**config.mk**
```make
export PLATFORM = sky130hd
export DESIGN_NAME = cmdif_top
export DESIGN_NICKNAME = d
export VERILOG_FILES = /design/src/rtl/cmdif_pkg.sv /design/src/rtl/cmdif_sync.sv /design/src/rtl/cmdif_resync.sv /design/src/rtl/cmdif_regs.sv /design/src/rtl/cmdif_top.sv
export SDC_FILE = /design/constraint.sdc
export NUM_CORES = 1
export LEC_CHECK = 0
export BUFFER_PORTS_ARGS = -buffer_cell sky130_fd_sc_hd__buf_2
export CAP_MARGIN = 25
export CORE_MARGIN = 1.5
export CORE_UTILIZATION = 41
export DETAILED_ROUTE_END_ITERATION = 12
export PLACE_DENSITY = 0.67
export SLEW_MARGIN = 25
export SYNTH_ARGS = -nofsm -noshare
export SYNTH_HDL_FRONTEND = slang
export SYNTH_HIERARCHICAL = 1
export SYNTH_SLANG_ARGS = --single-unit
```
**constraint.sdc**
```tcl
create_clock -name clk -period 3.7 [get_ports clk]
set_input_delay 0.37 -clock clk [delete_from_list [all_inputs] [get_ports clk]]
set_output_delay 0.37 -clock clk [all_outputs]
set_load 0.03 [all_outputs]
```
**src/rtl/cmdif_pkg.sv**
```systemverilog
package cmdif_pkg;

    localparam int CMD_W = 8;
    localparam int CH_W  = 3;

    typedef enum logic [2:0] {
        RS_CMD  = 3'd0,
        RS_MODE = 3'd1,
        RS_FHI  = 3'd2,
        RS_FLO  = 3'd3,
        RS_TEST = 3'd4,
        RS_DATA = 3'd5,
        RS_ZCAL = 3'd6,
        RS_FCAL = 3'd7
    } regsel_e;

    typedef enum logic {
        ST_CMD  = 1'b0,
        ST_XFER = 1'b1
    } phase_e;

endpackage

```
**src/rtl/cmdif_sync.sv**
```systemverilog
module cmdif_sync #(
    parameter int   STAGES    = 2,
    parameter logic SCLK_IDLE = 1'b1
) (
    input  logic clk,
    input  logic rst_n,
    input  logic sclk_i,
    input  logic sdi_i,
    output logic rise_o,
    output logic fall_o,
    output logic sdi_o
);
    typedef struct packed {
        logic [STAGES-1:0] ck;
        logic [STAGES-1:0] dt;
        logic              prev;
    } sync_t;

    sync_t sy_d, sy_q;

    always_comb begin
        sy_d      = sy_q;
        sy_d.ck   = {sy_q.ck[STAGES-2:0], sclk_i};
        sy_d.dt   = {sy_q.dt[STAGES-2:0], sdi_i};
        sy_d.prev = sy_q.ck[STAGES-1];
    end

    always_ff @(posedge clk or negedge rst_n) begin
        if (!rst_n) begin
            sy_q.ck   <= {STAGES{SCLK_IDLE}};
            sy_q.dt   <= '0;
            sy_q.prev <= SCLK_IDLE;
        end else begin
            sy_q <= sy_d;
        end
    end

    assign rise_o = sy_q.ck[STAGES-1] & ~sy_q.prev;
    assign fall_o = ~sy_q.ck[STAGES-1] & sy_q.prev;
    assign sdi_o  = sy_q.dt[STAGES-1];

endmodule

```
**src/rtl/cmdif_resync.sv**
```systemverilog
module cmdif_resync #(
    parameter int LIMIT = 32
) (
    input  logic clk,
    input  logic rst_n,
    input  logic rise_i,
    input  logic sdi_i,
    output logic resync_o
);
    localparam int CW = $clog2(LIMIT);

    logic [CW-1:0] ones_d, ones_q;

    always_comb begin
        ones_d   = ones_q;
        resync_o = 1'b0;
        if (rise_i) begin
            if (!sdi_i) begin
                ones_d = '0;
            end else if (ones_q == CW'(LIMIT - 1)) begin
                resync_o = 1'b1;
                ones_d   = '0;
            end else begin
                ones_d = ones_q + 1'b1;
            end
        end
    end

    always_ff @(posedge clk or negedge rst_n) begin
        if (!rst_n) ones_q <= '0;
        else        ones_q <= ones_d;
    end

endmodule

```
**src/rtl/cmdif_regs.sv**
```systemverilog
module cmdif_regs
    import cmdif_pkg::*;
#(
    parameter int DATA_W  = 24,
    parameter int SHORT_W = 16,
    parameter int REG_W   = 8,
    parameter int WL_BIT  = 6
) (
    input  logic              clk,
    input  logic              rst_n,
    input  logic              we,
    input  regsel_e           wsel,
    input  logic [CH_W-1:0]   wchan,
    input  logic [DATA_W-1:0] wdata,
    input  regsel_e           rsel,
    input  logic [CH_W-1:0]   rchan,
    input  logic [DATA_W-1:0] conv_data,
    output logic [DATA_W-1:0] rdata,
    output logic              wide
);
    localparam int N_CH = 1 << CH_W;

    typedef struct packed {
        logic [REG_W-1:0]             mode;
        logic [REG_W-1:0]             fhi;
        logic [REG_W-1:0]             flo;
        logic [REG_W-1:0]             test;
        logic [N_CH-1:0][DATA_W-1:0]  zcal;
        logic [N_CH-1:0][DATA_W-1:0]  fcal;
    } bank_t;

    bank_t bk_d, bk_q;

    always_comb begin
        bk_d = bk_q;
        if (we) begin
            case (wsel)
                RS_MODE: bk_d.mode        = wdata[REG_W-1:0];
                RS_FHI:  bk_d.fhi         = wdata[REG_W-1:0];
                RS_FLO:  bk_d.flo         = wdata[REG_W-1:0];
                RS_TEST: bk_d.test        = wdata[REG_W-1:0];
                RS_ZCAL: bk_d.zcal[wchan] = wdata;
                RS_FCAL: bk_d.fcal[wchan] = wdata;
                default: ;
            endcase
        end
    end

    always_ff @(posedge clk or negedge rst_n) begin
        if (!rst_n) bk_q <= '0;
        else        bk_q <= bk_d;
    end

    assign wide = bk_q.fhi[WL_BIT];

    always_comb begin
        case (rsel)
            RS_MODE: rdata = DATA_W'(bk_q.mode);
            RS_FHI:  rdata = DATA_W'(bk_q.fhi);
            RS_FLO:  rdata = DATA_W'(bk_q.flo);
            RS_TEST: rdata = DATA_W'(bk_q.test);
            RS_DATA: rdata = wide ? conv_data
                                  : DATA_W'(conv_data[DATA_W-1 -: SHORT_W]);
            RS_ZCAL: rdata = bk_q.zcal[rchan];
            RS_FCAL: rdata = bk_q.fcal[rchan];
            default: rdata = '0;
        endcase
    end

endmodule

```
**src/rtl/cmdif_top.sv**
```systemverilog
module cmdif_top
    import cmdif_pkg::*;
#(
    parameter int DATA_W      = 24,
    parameter int SHORT_W     = 16,
    parameter int REG_W       = 8,
    parameter int ONES_LIMIT  = 32,
    parameter int SYNC_STAGES = 2,
    parameter int WL_BIT      = 6
) (
    input  logic              clk,
    input  logic              rst_n,
    input  logic              sclk,
    input  logic              sdi,
    output logic              sdo,
    input  logic              drdy_n,
    input  logic [DATA_W-1:0] conv_data,
    output logic [CH_W-1:0]   chan_sel
);
    localparam int CNT_W = $clog2(DATA_W + 1);

    typedef struct packed {
        phase_e             phase;
        logic [CNT_W-1:0]   cnt;
        logic [CNT_W-1:0]   len;
        regsel_e            rs;
        logic               rd;
        logic [CH_W-1:0]    chan;
        logic [DATA_W-1:0]  sh;
        logic               sdo;
    } ctl_t;

    ctl_t ctl_d, ctl_q;

    logic              sclk_rise, sclk_fall, sdi_s, resync;
    logic              wide, wr_en, accept;
    logic [CMD_W-1:0]  cmd_b;
    regsel_e           dec_rs;
    logic [CNT_W-1:0]  dec_len;
    logic [DATA_W-1:0] reg_rdata, tx_word;
    logic              in_xfer;
    logic [CNT_W-1:0]  xfer_cnt, xfer_len;

    cmdif_sync #(
        .STAGES    (SYNC_STAGES),
        .SCLK_IDLE (1'b1)
    ) u_sync (
        .clk    (clk),
        .rst_n  (rst_n),
        .sclk_i (sclk),
        .sdi_i  (sdi),
        .rise_o (sclk_rise),
        .fall_o (sclk_fall),
        .sdi_o  (sdi_s)
    );

    cmdif_resync #(
        .LIMIT (ONES_LIMIT)
    ) u_resync (
        .clk      (clk),
        .rst_n    (rst_n),
        .rise_i   (sclk_rise),
        .sdi_i    (sdi_s),
        .resync_o (resync)
    );

    // the byte as it stands on the eighth rising edge
    assign cmd_b  = {ctl_q.sh[CMD_W-2:0], sdi_s};
    assign dec_rs = regsel_e'(cmd_b[6:4]);

    always_comb begin
        case (dec_rs)
            RS_DATA:          dec_len = wide ? CNT_W'(DATA_W) : CNT_W'(SHORT_W);
            RS_ZCAL, RS_FCAL: dec_len = CNT_W'(DATA_W);
            default:          dec_len = CNT_W'(REG_W);
        endcase
    end

    cmdif_regs #(
        .DATA_W  (DATA_W),
        .SHORT_W (SHORT_W),
        .REG_W   (REG_W),
        .WL_BIT  (WL_BIT)
    ) u_regs (
        .clk       (clk),
        .rst_n     (rst_n),
        .we        (wr_en),
        .wsel      (ctl_q.rs),
        .wchan     (ctl_q.chan),
        .wdata     (ctl_d.sh),
        .rsel      (dec_rs),
        .rchan     (cmd_b[CH_W-1:0]),
        .conv_data (conv_data),
        .rdata     (reg_rdata),
        .wide      (wide)
    );

    assign tx_word = (dec_rs == RS_CMD) ? DATA_W'({drdy_n, cmd_b[CMD_W-2:0]})
                                        : reg_rdata;

    always_comb begin
        ctl_d  = ctl_q;
        wr_en  = 1'b0;
        accept = 1'b0;

        if (sclk_rise) begin
            if (ctl_q.phase == ST_CMD) begin
                if (ctl_q.cnt == CNT_W'(CMD_W - 1)) begin
                    ctl_d.cnt = '0;
                    if (!cmd_b[CMD_W-1]) begin
                        accept     = 1'b1;
                        ctl_d.chan = cmd_b[CH_W-1:0];
                        ctl_d.rs   = dec_rs;
                        ctl_d.rd   = cmd_b[3];
                        if (dec_rs != RS_CMD || cmd_b[3]) begin
                            ctl_d.phase = ST_XFER;
                            ctl_d.len   = dec_len;
                            if (cmd_b[3]) begin
                                ctl_d.sh = tx_word << (DATA_W - int'(dec_len));
                            end
                        end
                    end
                end else begin
                    ctl_d.cnt = ctl_q.cnt + 1'b1;
                    ctl_d.sh  = {ctl_q.sh[DATA_W-2:0], sdi_s};
                end
            end else begin
                if (!ctl_q.rd) begin
                    ctl_d.sh = {ctl_q.sh[DATA_W-2:0], sdi_s};
                end
                if (ctl_q.cnt == ctl_q.len - 1'b1) begin
                    ctl_d.phase = ST_CMD;
                    ctl_d.cnt   = '0;
                    wr_en       = !ctl_q.rd;
                end else begin
                    ctl_d.cnt = ctl_q.cnt + 1'b1;
                end
            end
        end

        if (sclk_fall) begin
            if (ctl_q.phase == ST_XFER && ctl_q.rd) begin
                ctl_d.sdo = ctl_q.sh[DATA_W-1];
                ctl_d.sh  = {ctl_q.sh[DATA_W-2:0], 1'b0};
            end else begin
                ctl_d.sdo = 1'b0;
            end
        end

        if (resync) begin
            ctl_d.phase = ST_CMD;
            ctl_d.cnt   = '0;
            wr_en       = 1'b0;
        end
    end

    always_ff @(posedge clk or negedge rst_n) begin
        if (!rst_n) begin
            ctl_q       <= '0;
            ctl_q.phase <= ST_CMD;
            ctl_q.rs    <= RS_CMD;
        end else begin
            ctl_q <= ctl_d;
        end
    end

    assign sdo      = ctl_q.sdo;
    assign chan_sel = ctl_q.chan;
    assign in_xfer  = (ctl_q.phase == ST_XFER);
    assign xfer_cnt = ctl_q.cnt;
    assign xfer_len = ctl_q.len;

endmodule

```
# Word level (Yosys, flattened, before mapping)
# Index checks and enable logic that the tools add are counted.
# word_totals
out_inout_bits	4
in_bits	29
wordCells	121
register_bits	469
# classes
n_addsub	4
shifts	1
bitwise	6
n_reduce_logical	16
muxes	43
n_eq_ne	16
magnitude_cmp	3
# ops
cell	count
$bwmux 192	2
$mux 24	11
$pmux 24 s7	1
$bmux 24 s3	2
$demux 24 s3	1
$mux 42	1
$mux 36	1
$shl 24x32->24	1
$mux 25	1
$mux 5	5
$mux 12	2
$eq 3x3->1 const B	7
$eq 3x2->1 const B	4
$mux 1	12
$mux 6	2
$reduce_and 2->1	6
$add 5x1->5 const B	2
$pmux 5 s2	1
$lt 3x4->1 const B	2
$eq 3x1->1 const B	2
$sub 5x5->6 const A	1
$eq 5x3->1 const B	1
$eq 5x5->1	1
$eq 5x5->1 const B	1
14 further kinds	19

# Depth between registers and ports, before layout
# Gate-level depths: netlist of run 1.
# depth
depth_word	14
mapped_depth	12
ltp_nobuf	9

# Hierarchy
# The synthesis of run 1 kept the hierarchy.
# modules_own_cells
module	instances	cells_per_inst	area_each_um2	seq_area_each_um2
cmdif_regs	1	1268	19326.0	10410.0
cmdif_top	1	362	3133.0	1001.0
cmdif_resync	1	26	275.3	125.1
cmdif_sync	1	7	143.9	128.9

# Worst setup path before layout of run 1
# Ideal clock, no wire load.
# synth_timing
kind	reg2reg
start	register u_sync.sy_q, in the netlist u_sync/sy_d[0]
end	register u_regs/bk_q[192] (netlist name)
path_slack_ns	0.238
synth_period_minus_slack_ns	3.462
t_arrival_ns	3.337
setup_ns	0.125
required_time_ns	3.575
path_stages_with_launch	11
n_path_buf	3
cell_sequence	dfstp_2 > nor2b_1 > buf_2 > nor2b_1 > nor4b_1 > nand3_2 > or3_1 > buf_2 > nor3_4 > buf_6 > mux2_2
# synth_via
elab_cells_between_ends	11
cone_classes	7 x mux; 3 x bitwise; 1 x reduce/logical
# synth_lines
element	line	text
from (decl)	cmdif_sync.sv:19	sync_t sy_d, sy_q;
from (signal assigned)	cmdif_sync.sv:34	sy_q <= sy_d;
$and 1x1->1 (*)	cmdif_sync.sv:38	assign rise_o = sy_q.ck[STAGES-1] & ~sy_q.prev;
via sclk_rise	cmdif_top.sv:35	logic sclk_rise, sclk_fall, sdi_s, resync;
$mux 1, on equally long branches	cmdif_top.sv:106, cmdif_resync.sv:17	
$mux 1 (*)	cmdif_top.sv:150	if (resync) begin
via wr_en	cmdif_top.sv:36	logic wide, wr_en, accept;
$reduce_and 2->1 (no source line) (*)	-	
to (signal assigned)	cmdif_regs.sv:51	else bk_q <= bk_d;
to (decl)	cmdif_regs.sv:32	bank_t bk_d, bk_q;
# The timed path passes the listed nets; every way through them passes the cells marked *. The select of a mux whose other input is x is not followed.
# A chain may end at the register's enable or synchronous reset.

# Worst setup path after layout of run 1
# layout_timing
start	register u_resync.ones_q[0]
end	register u_regs/bk_q[296] (netlist name)
# layout_via
elab_chain_cells	6
# layout_lines
element	line	text
from (decl)	cmdif_resync.sv:12	logic [CW-1:0] ones_d, ones_q;
from (signal assigned)	cmdif_resync.sv:31	else ones_q <= ones_d;
$eq 5x5->1	cmdif_resync.sv:20	end else if (ones_q == CW'(LIMIT - 1)) begin
$mux 1	cmdif_resync.sv:20	
$mux 1	cmdif_resync.sv:18	if (!sdi_i) begin
$mux 1	cmdif_resync.sv:17	if (rise_i) begin
via resync	cmdif_top.sv:35	
$mux 1	cmdif_top.sv:150	
via wr_en	cmdif_top.sv:36	
$reduce_and 2->1 (no source line)	-	
# The timed path passes the listed nets, and every way through them passes these cells.

==> flow_summary.ini, run 1 <==
[run_status]
status = finished, final reports clean

[placement]
place_area_um2 = 24310
finalWeightedCongestion = 0.9656
post-place-cells = 2399
pre_cts_ws_ns = 0.2218
numPortBuffers = 32
post-dp-hpwl_um = 40830

[clocking]
ctsHoldBuffers = 3
path_clk_slew_ns = 0.06
ctsResizeCount = 0
cts_inserted_buffers = 49
cts_root_buffer = clkbuf_16
cts_setup_buffers = 0
insertion_delay_ns = 0.59
clkSinkCount = 466
cts_buffer_depth = 3
htreeDepth = 2
cts_tree = built

[setup_path]
worst_setup_path_end_kind = register
crit_top_cell = ha_1
critPathRequiredTime_ns = 4.16
path_max_fanout = 17
max_stage_delay_ns = 0.51
crit_type = reg -> reg
start_kind = register
arrival_ns = 3.97
path_cells = ha_1, and3_1, ha_1, and3_2, nor4b_1, buf_4, nand3_2, or3_1, nor3_4, buf_12, mux2_2
cp_slowest_cell = or3_1

[timing]
layout_setup_ws_ns = 0.1833
fin_crit_ns = 3.517
relSlewSlack_pct = 34.03
clock.fmax_mhz = 284.4
fin_worst_skew_ns = 0.02113
hold_violations = 0
setup_viol = 0
maxSlewViolCount = 0
grt_setup_unrepaired = false
whs_ns = 0.3660
worst_slew_pin_slew_ns = 0.9878
setup-tns-final_ns = 0
fin_crit_sh_pct = 95.05

[synth]
synthTopCellsByArea = dfrtp_1, mux2_2, mux4_2
yosys.cell_count.top_type = dfrtp_1
synth.avg_cell_area_um2 = 13.76
synthCells = 1663
synth_edf_count = 0
netlist-cell-type-count = 82
yosysTopAreaCell = dfrtp_1
synth_seq_area_share_pct = 50.99
syn_area_um2 = 22880
synthTopCellsByCount = dfrtp_1, mux2_2, mux4_2
synth_top_area_share_pct = 50.64
synthArstFlopShare_pct = 100.0
synth_flop_cell = dfrtp_1
syn_nets = 1695
ys_warn_count = 6
synth-seq-cells = 466

[min_path]
hold_path_class = reg -> reg

[routing]
drcViolationCount = 0
drt_pre_antenna_iters = 5
drt_iter0_drc = 1236
wire_per_inst_um = 25.13
via_per_inst = 5.934
routed_wl_um = 62550
ant_nets = 0
vias = 14769

[die]
start_util_pct = 41.53
num_io_pins = 33
die_w_um = 239.2
core-area_um2 = 55090
rows = 86
dieArea_um2 = 57230
die_h_um = 239.2

[global_routing]
grt_max_degree = 98
antenna_found_initial = 0
grt_pass1_wl_um = 96500
grt_use_total_pct = 22.42
gr-total-overflow = 0
grt_pass1_vias = 15353

[power]
power_density_nw_per_um2 = 515.2
power_mw = 13.38
cellLeakagePower_nw = 11.12
vdd_drop_max_uv = 329.7

[run]
max-cap-violations = 0

[final_layout]
num-nets-final = 1737
finish.instance_area_um2 = 25960
fill_cells = 4877
final_cells = 2489
drive_above_1_share_pct = 44.48
final_util_pct = 47.12
area_delta_synth_final_pct = 13.48
==> where the power goes <==
group          internal [mW]  switching (mW)  leakage [nW]
combinational          0.950            1.89          4.48
clock                   2.89            2.02         0.788
sequential              5.26           0.375          5.85
total                   9.10            4.28          11.1
==> final timing paths <==
check	from	end	slack (ns)	cells after the start
hold reg to reg	u_sync/sy_d[4]	u_sync/sy_d[0]	0.37	0
hold / removal	u_sync/sy_d[4]	u_sync/sy_d[0]	0.37	0
setup reg to reg	u_resync/ones_q[0]	u_regs/bk_q[296]	0.18	11
min in group asynchronous	rst_n	u_regs/bk_q[75]	0.46	2
setup / recovery	u_resync/ones_q[0]	u_regs/bk_q[296]	0.18	11
max in group asynchronous	rst_n	u_regs/bk_q[180]	2.21	3
==> layout by cell type, fill, tap and decap left out, drive strengths merged, types with 8 or more instances in the layout <==
| cell type | count |
|---|---|
| dfrtp | 463 |
| mux2 | 456 |
| buf | 133 |
| mux4 | 80 |
| clkbuf | 76 |
| nor2 | 48 |
| nand2 | 47 |
| mux2i | 41 |
| o21ai | 31 |
| a21oi | 27 |
| nand3 | 26 |
| nor2b | 24 |
| a22o | 20 |
| o211ai | 17 |
| a211oi | 17 |
| a22oi | 16 |
| a31oi | 15 |
| a221o | 15 |
| inv | 15 |
| nand2b | 14 |
| a221oi | 12 |
| and3 | 11 |
| or3 | 9 |
| nor3 | 9 |
| o311ai | 8 |
==> worst max-delay path, delay by kind of cell (launching register included) <==
family        cells  cell delay (ns)
fa+ha+maj         2             0.43
buf+inv           2             0.45
flops             1             0.40
mux               1             0.36
simple gates      6             1.74
==> flip-flops by register name (all words and copies together), names as in the netlist <==
name and flops:
cmd_b 7, ctl_q 21, u_sync/sy_q 1, chan_sel 3
xfer_len 2, u_sync/sdi_o 1, in_xfer 1, sdo 1
u_regs/bk_q 415, xfer_cnt 5, u_sync/sy_d 3, u_resync/ones_q 5
u_regs/wide 1
==> final cells by class <==
cell class | instances | area [um2] | area share, %
repair buffers | 136 | 1196 | 4.607
well taps | 748 | 935.9 | 3.605
diodes | 1 | 2.502 | 0.009639
clock buffers | 76 | 1488 | 5.730
inverters | 14 | 52.55 | 0.2024
multi-input cells | 1038 | 10500 | 40.46
clock inverters | 10 | 110.1 | 0.4241
flip-flops and latches | 466 | 11670 | 44.97
==> cell families after synthesis <==
family	after synthesis	synth area share [%]
buffers and inverters	159	3.325
AO/OA/AOI/OAI	228	7.520
XOR/XNOR	2	0.07658
flip-flops	466	50.99
adder cells (fa/ha/maj)	4	0.2078
multiplexers	577	32.11
AND/OR/NAND/NOR	227	5.770
==> routing by layer <==
| metal | vias to the layer above | track usage, % | routed length (um) |
|---|---|---|---|
| met5 | - | 0 | 0 |
| met4 | 0 | 9.724 | 2692 |
| met3 | 144 | 3.354 | 3754 |
| met2 | 504 | 34.70 | 28900 |
| met1 | 7791 | 31.39 | 27200 |
| li1 | 6330 | - | - |
(Power assumes the default switching activity.)
==> inputs of run 2 (changes only) <==
Settings changed: BUFFER_PORTS_ARGS -buffer_cell sky130_fd_sc_hd__buf_2 to -buffer_cell sky130_fd_sc_hd__buf_4, SKIP_CTS_REPAIR_TIMING from default to 1.
==> flow_summary.ini, run 2 (synthesis results as in run 1) <==
[run_status]
status = finished, final reports clean

[setup_path]
r2r_cells = 8
critPathRequiredTime_ns = 4.22
arrival_ns = 4.06
path_buf_inv = 1
cp_slowest_cell = a211oi_2
max_stage_delay_ns = 0.80
worst_setup_path_end_kind = register
path_cells = buf_4, mux4_2, mux2i_1, o211ai_1, mux2i_1, or3_1, a211oi_2, mux2_2
crit_top_cell = mux2i_1
path_depth = 8
cpLargestDelayFamily = compound AO/OA/AOI/OAI gates
crit_type = reg -> reg
path_max_fanout = 17
start_kind = register

[timing]
worst_slew_pin_slew_ns = 0.9758
fin_crit_sh_pct = 95.65
maxSlewViolCount = 0
relSlewSlack_pct = 34.83
grt_setup_unrepaired = false
fin_worst_skew_ns = 0.02234
hold_violations = 0
setup_viol = 0
setup-tns-final_ns = 0
clock.fmax_mhz = 282.6
fin_crit_ns = 3.539

[placement]
post-dp-hpwl_um = 40150
finalWeightedCongestion = 0.9954
numPortBuffers = 32
post-place-cells = 2400

[power]
power_density_nw_per_um2 = 518.6
swShare_pct = 31.69
combinationalPowerShare_pct = 21.9
cellLeakagePower_nw = 11.17
vdd_drop_max_uv = 285.2
p_int_mw = 9.234
power_frac_seq_pct = 41.0
switchingPower_mw = 4.284
pwr-share-clk_pct = 37.1

[final_layout]
fill_cells = 4777
largest_reg_flops = 415
drive_above_1_share_pct = 44.83
layout_common_cells = dfrtp_1, mux2_2, buf_4, mux4_2, clkbuf_16
final_cells = 2491
regMostFlops = u_regs/bk_q
area_delta_synth_final_pct = 13.93
num-nets-final = 1736
final_common_cell = dfrtp_1

[clocking]
insertion_delay_ns = 0.59
cts_buffer_depth = 3
cts_inserted_buffers = 47
htreeDepth = 2
cts_tree = built
path_clk_slew_ns = 0.06
cts_root_buffer = clkbuf_16
clkSinkCount = 466

[die]
core-area_um2 = 55090
num_io_pins = 33
start_util_pct = 41.53
die_h_um = 239.2
die_w_um = 239.2
dieArea_um2 = 57230
rows = 86

[global_routing]
grt_use_total_pct = 22.35
antenna_found_initial = 1
gr-total-overflow = 0
grt_pass1_vias = 15288
grt_max_degree = 112
grt_pass1_wl_um = 96230

[routing]
drcViolationCount = 0
drt_iter0_drc = 1220
ant_nets = 0
routed_wl_um = 62640
wire_per_inst_um = 25.15
vias = 14828
via_per_inst = 5.953
drt_pre_antenna_iters = 5

[min_path]
hold_path_class = in -> async

[run]
max-cap-violations = 0
run 2: final timing paths:
check	start	end	slack, ns
worst max-delay path	u_sync/sdi_o	u_regs/bk_q[239]	0.16
worst min-delay path	rst_n	u_regs/bk_q[401]	0.36
max in group asynchronous	rst_n	u_sync/sy_d[0]	2.13
worst min register to register	u_sync/sy_d[4]	u_sync/sy_d[0]	0.36
min in group clk	u_sync/sy_d[4]	u_sync/sy_d[0]	0.36
worst max register to register	u_sync/sdi_o	u_regs/bk_q[239]	0.16
run 2: power groups by stage:
stage	sequential, mW	combinational, mW	clock [mW]
final	5.54	2.96	5.02
after floorplan	5.50	1.87	0
after CTS	5.53	2.89	5.11
after global placement	5.62	2.83	0
after detailed placement	5.62	2.87	0
after global routing	5.56	3.16	5.30
run 2: routing by layer:
layer	global-route usage [%]	share of wire, %	up-vias
met1	31.42	44	7881
met2	34.94	46	494
li1	-	-	6327
met4	8.209	3.7	0
met5	0	0	-
met3	3.584	6.0	126
run 2: layout make-up:
type	count	area, um2	area share (%)
Sequential cell	466	11670	44.79
Multi-Input combinational cell	1038	10510	40.31
Clock buffer	67	1404	5.386
Timing Repair Buffer	137	1256	4.819
Tap cell	748	935.9	3.591
Clock inverter	20	234.0	0.8977
Inverter	14	52.55	0.2016
Antenna cell	1	2.502	0.009601
run 2: metrics by stage:
stage	total power [mW]	worst slack (ns)	utilization, %	hold WS (ns)	instance area, um2
after floorplan	7.373	0.2383	-	0.07441	22880
after global placement	8.444	0.1845	44.23	0.3460	24370
after detailed placement	8.493	0.1918	44.23	0.3469	24370
after CTS	13.53	0.1560	47.20	-0.2408	26010
after global routing	14.02	0.04242	47.31	0.3599	26060
final	13.52	0.1608	47.31	0.3563	26070
==> inputs of run 3 (changes only) <==
Settings changed: PLACE_DENSITY 0.67 to default.
==> flow_summary.ini, run 3 (synthesis results as in run 1) <==
[routing]
wl_met3_um = 3355
wire_per_inst_um = 25.56
wl_met2_um = 30020
wirelength_met1_um = 27810
vias = 14746
drcViolationCount = 0
via_per_inst = 5.927
routed_wl_um = 63590
ant_nets = 0
drt_pre_antenna_iters = 5
drt_iter0_drc = 1045
routed.top_layer = met4

[power]
power_density_nw_per_um2 = 518.0
cellLeakagePower_nw = 11.17
vdd_drop_max_uv = 356.1
power_mw = 13.52

[setup_path]
crit_start = cmd_b[2]
critPathRequiredTime_ns = 4.16
crit_top_cell = mux2i_1
path_max_fanout = 17
crit_type = reg -> reg
worst_setup_path_end_kind = register
max_stage_delay_ns = 0.74
arrival_ns = 3.97
reg2reg_from = cmd_b[2]
start_kind = register
r2r_cells = 9
cp_slowest_cell = dfrtp_2
path_cells = buf_4, mux4_2, mux2i_1, nor2_1, or3_1, mux2i_1, o311ai_1, o22a_1, mux2_2

[placement]
numPortBuffers = 32
finalWeightedCongestion = 0.9461
post-dp-hpwl_um = 41310

[final_layout]
layout_common_cells = dfrtp_1, mux2_2, buf_4, mux4_2, clkbuf_16
num-nets-final = 1736
drive_above_1_share_pct = 44.77
regMostFlops = u_regs/bk_q
n_antenna_cell = 0
area_delta_synth_final_pct = 14.12
final_common_cell = dfrtp_1
fill_cells = 4828
largest_reg_flops = 415

[clocking]
cts_tree = built
cts_inserted_buffers = 50
cts_root_buffer = clkbuf_16
htreeDepth = 2
clkSinkCount = 466
path_clk_slew_ns = 0.06
cts_buffer_depth = 3
insertion_delay_ns = 0.60

[die]
die_w_um = 239.2
rows = 86
core-area_um2 = 55090
num_io_pins = 33
die_h_um = 239.2
start_util_pct = 41.53
dieArea_um2 = 57230

[timing]
fin_crit_sh_pct = 94.84
grt_setup_unrepaired = false
setup-tns-final_ns = 0
fin_worst_skew_ns = 0.01762
hold_violations = 0
clock.fmax_mhz = 285.0
fin_crit_ns = 3.509
maxSlewViolCount = 0
relSlewSlack_pct = 35.08
setup_viol = 0
worst_slew_pin_slew_ns = 0.9738

[min_path]
min_path_cells = 0
hold_path_startpoint = u_sync/sy_d[2]
hold_path_class = reg -> reg

[global_routing]
grt_max_degree = 91
grt_pass1_vias = 15444
grt_pass1_wl_um = 97880
grt_use_total_pct = 22.84
gr-total-overflow = 0
antenna_found_initial = 1

[run]
max-cap-violations = 0

[run_status]
status = finished, final reports clean
run 3: cell type report:
class / count / area (um2) / area share (%)
repair buffers: 134 / 1259 / 4.821
clock buffers: 79 / 1584 / 6.067
inverters: 14 / 52.55 / 0.2013
flip-flops and latches: 466 / 11670 / 44.71
well taps: 748 / 935.9 / 3.585
multi-input cells: 1038 / 10530 / 40.32
clock inverters: 9 / 76.32 / 0.2923
run 3: power by group:
group          internal, mW  leakage, nW  total [mW]  switching, mW
Clock                  2.98        0.822        5.03           2.04
Combinational         0.961         4.50        2.90           1.93
Sequential             5.26         5.85        5.60          0.337
Total                  9.21         11.2        13.5           4.31
run 3: critical path, delay by kind of cell (launching register included):
family                 cells  cell delay [ns]
AOI/OAI and AO/OA          2             0.57
buffers and inverters      1             0.27
DFF                        1             0.74
muxes                      4             1.23
and+or+nand+nor            2             0.56
run 3: final timing paths:
check	endpoint	slack (ns)
setup / recovery	u_regs/bk_q[38]	0.19
hold / removal	u_sync/sdi_o	0.35
setup reg to reg	u_regs/bk_q[38]	0.19
hold reg to reg	u_sync/sdi_o	0.35
max in group asynchronous	u_sync/sdi_o	2.34
min in group asynchronous	u_regs/bk_q[411]	0.38
run 3: stage by stage:
step                      hold slack [ns]  utilization, %  setup WS, ns  cell area, um2  instances
after floorplan                   0.07441               -        0.2383           22880       1663
after global placement             0.3412           44.25        0.2105           24380       2397
after detailed placement           0.3475           44.25        0.1746           24380       2397
after CTS                         -0.1679           47.27        0.1632           26040       2485
after global routing               0.3559           47.39       0.06268           26110       2488
final                              0.3547           47.39        0.1910           26110       2488
run 3: routing by layer:
metal	vias to the layer above	track usage (%)
met2	444	36.73
met3	117	3.215
met1	7866	31.17
met5	-	0
li1	6319	-
met4	0	9.244
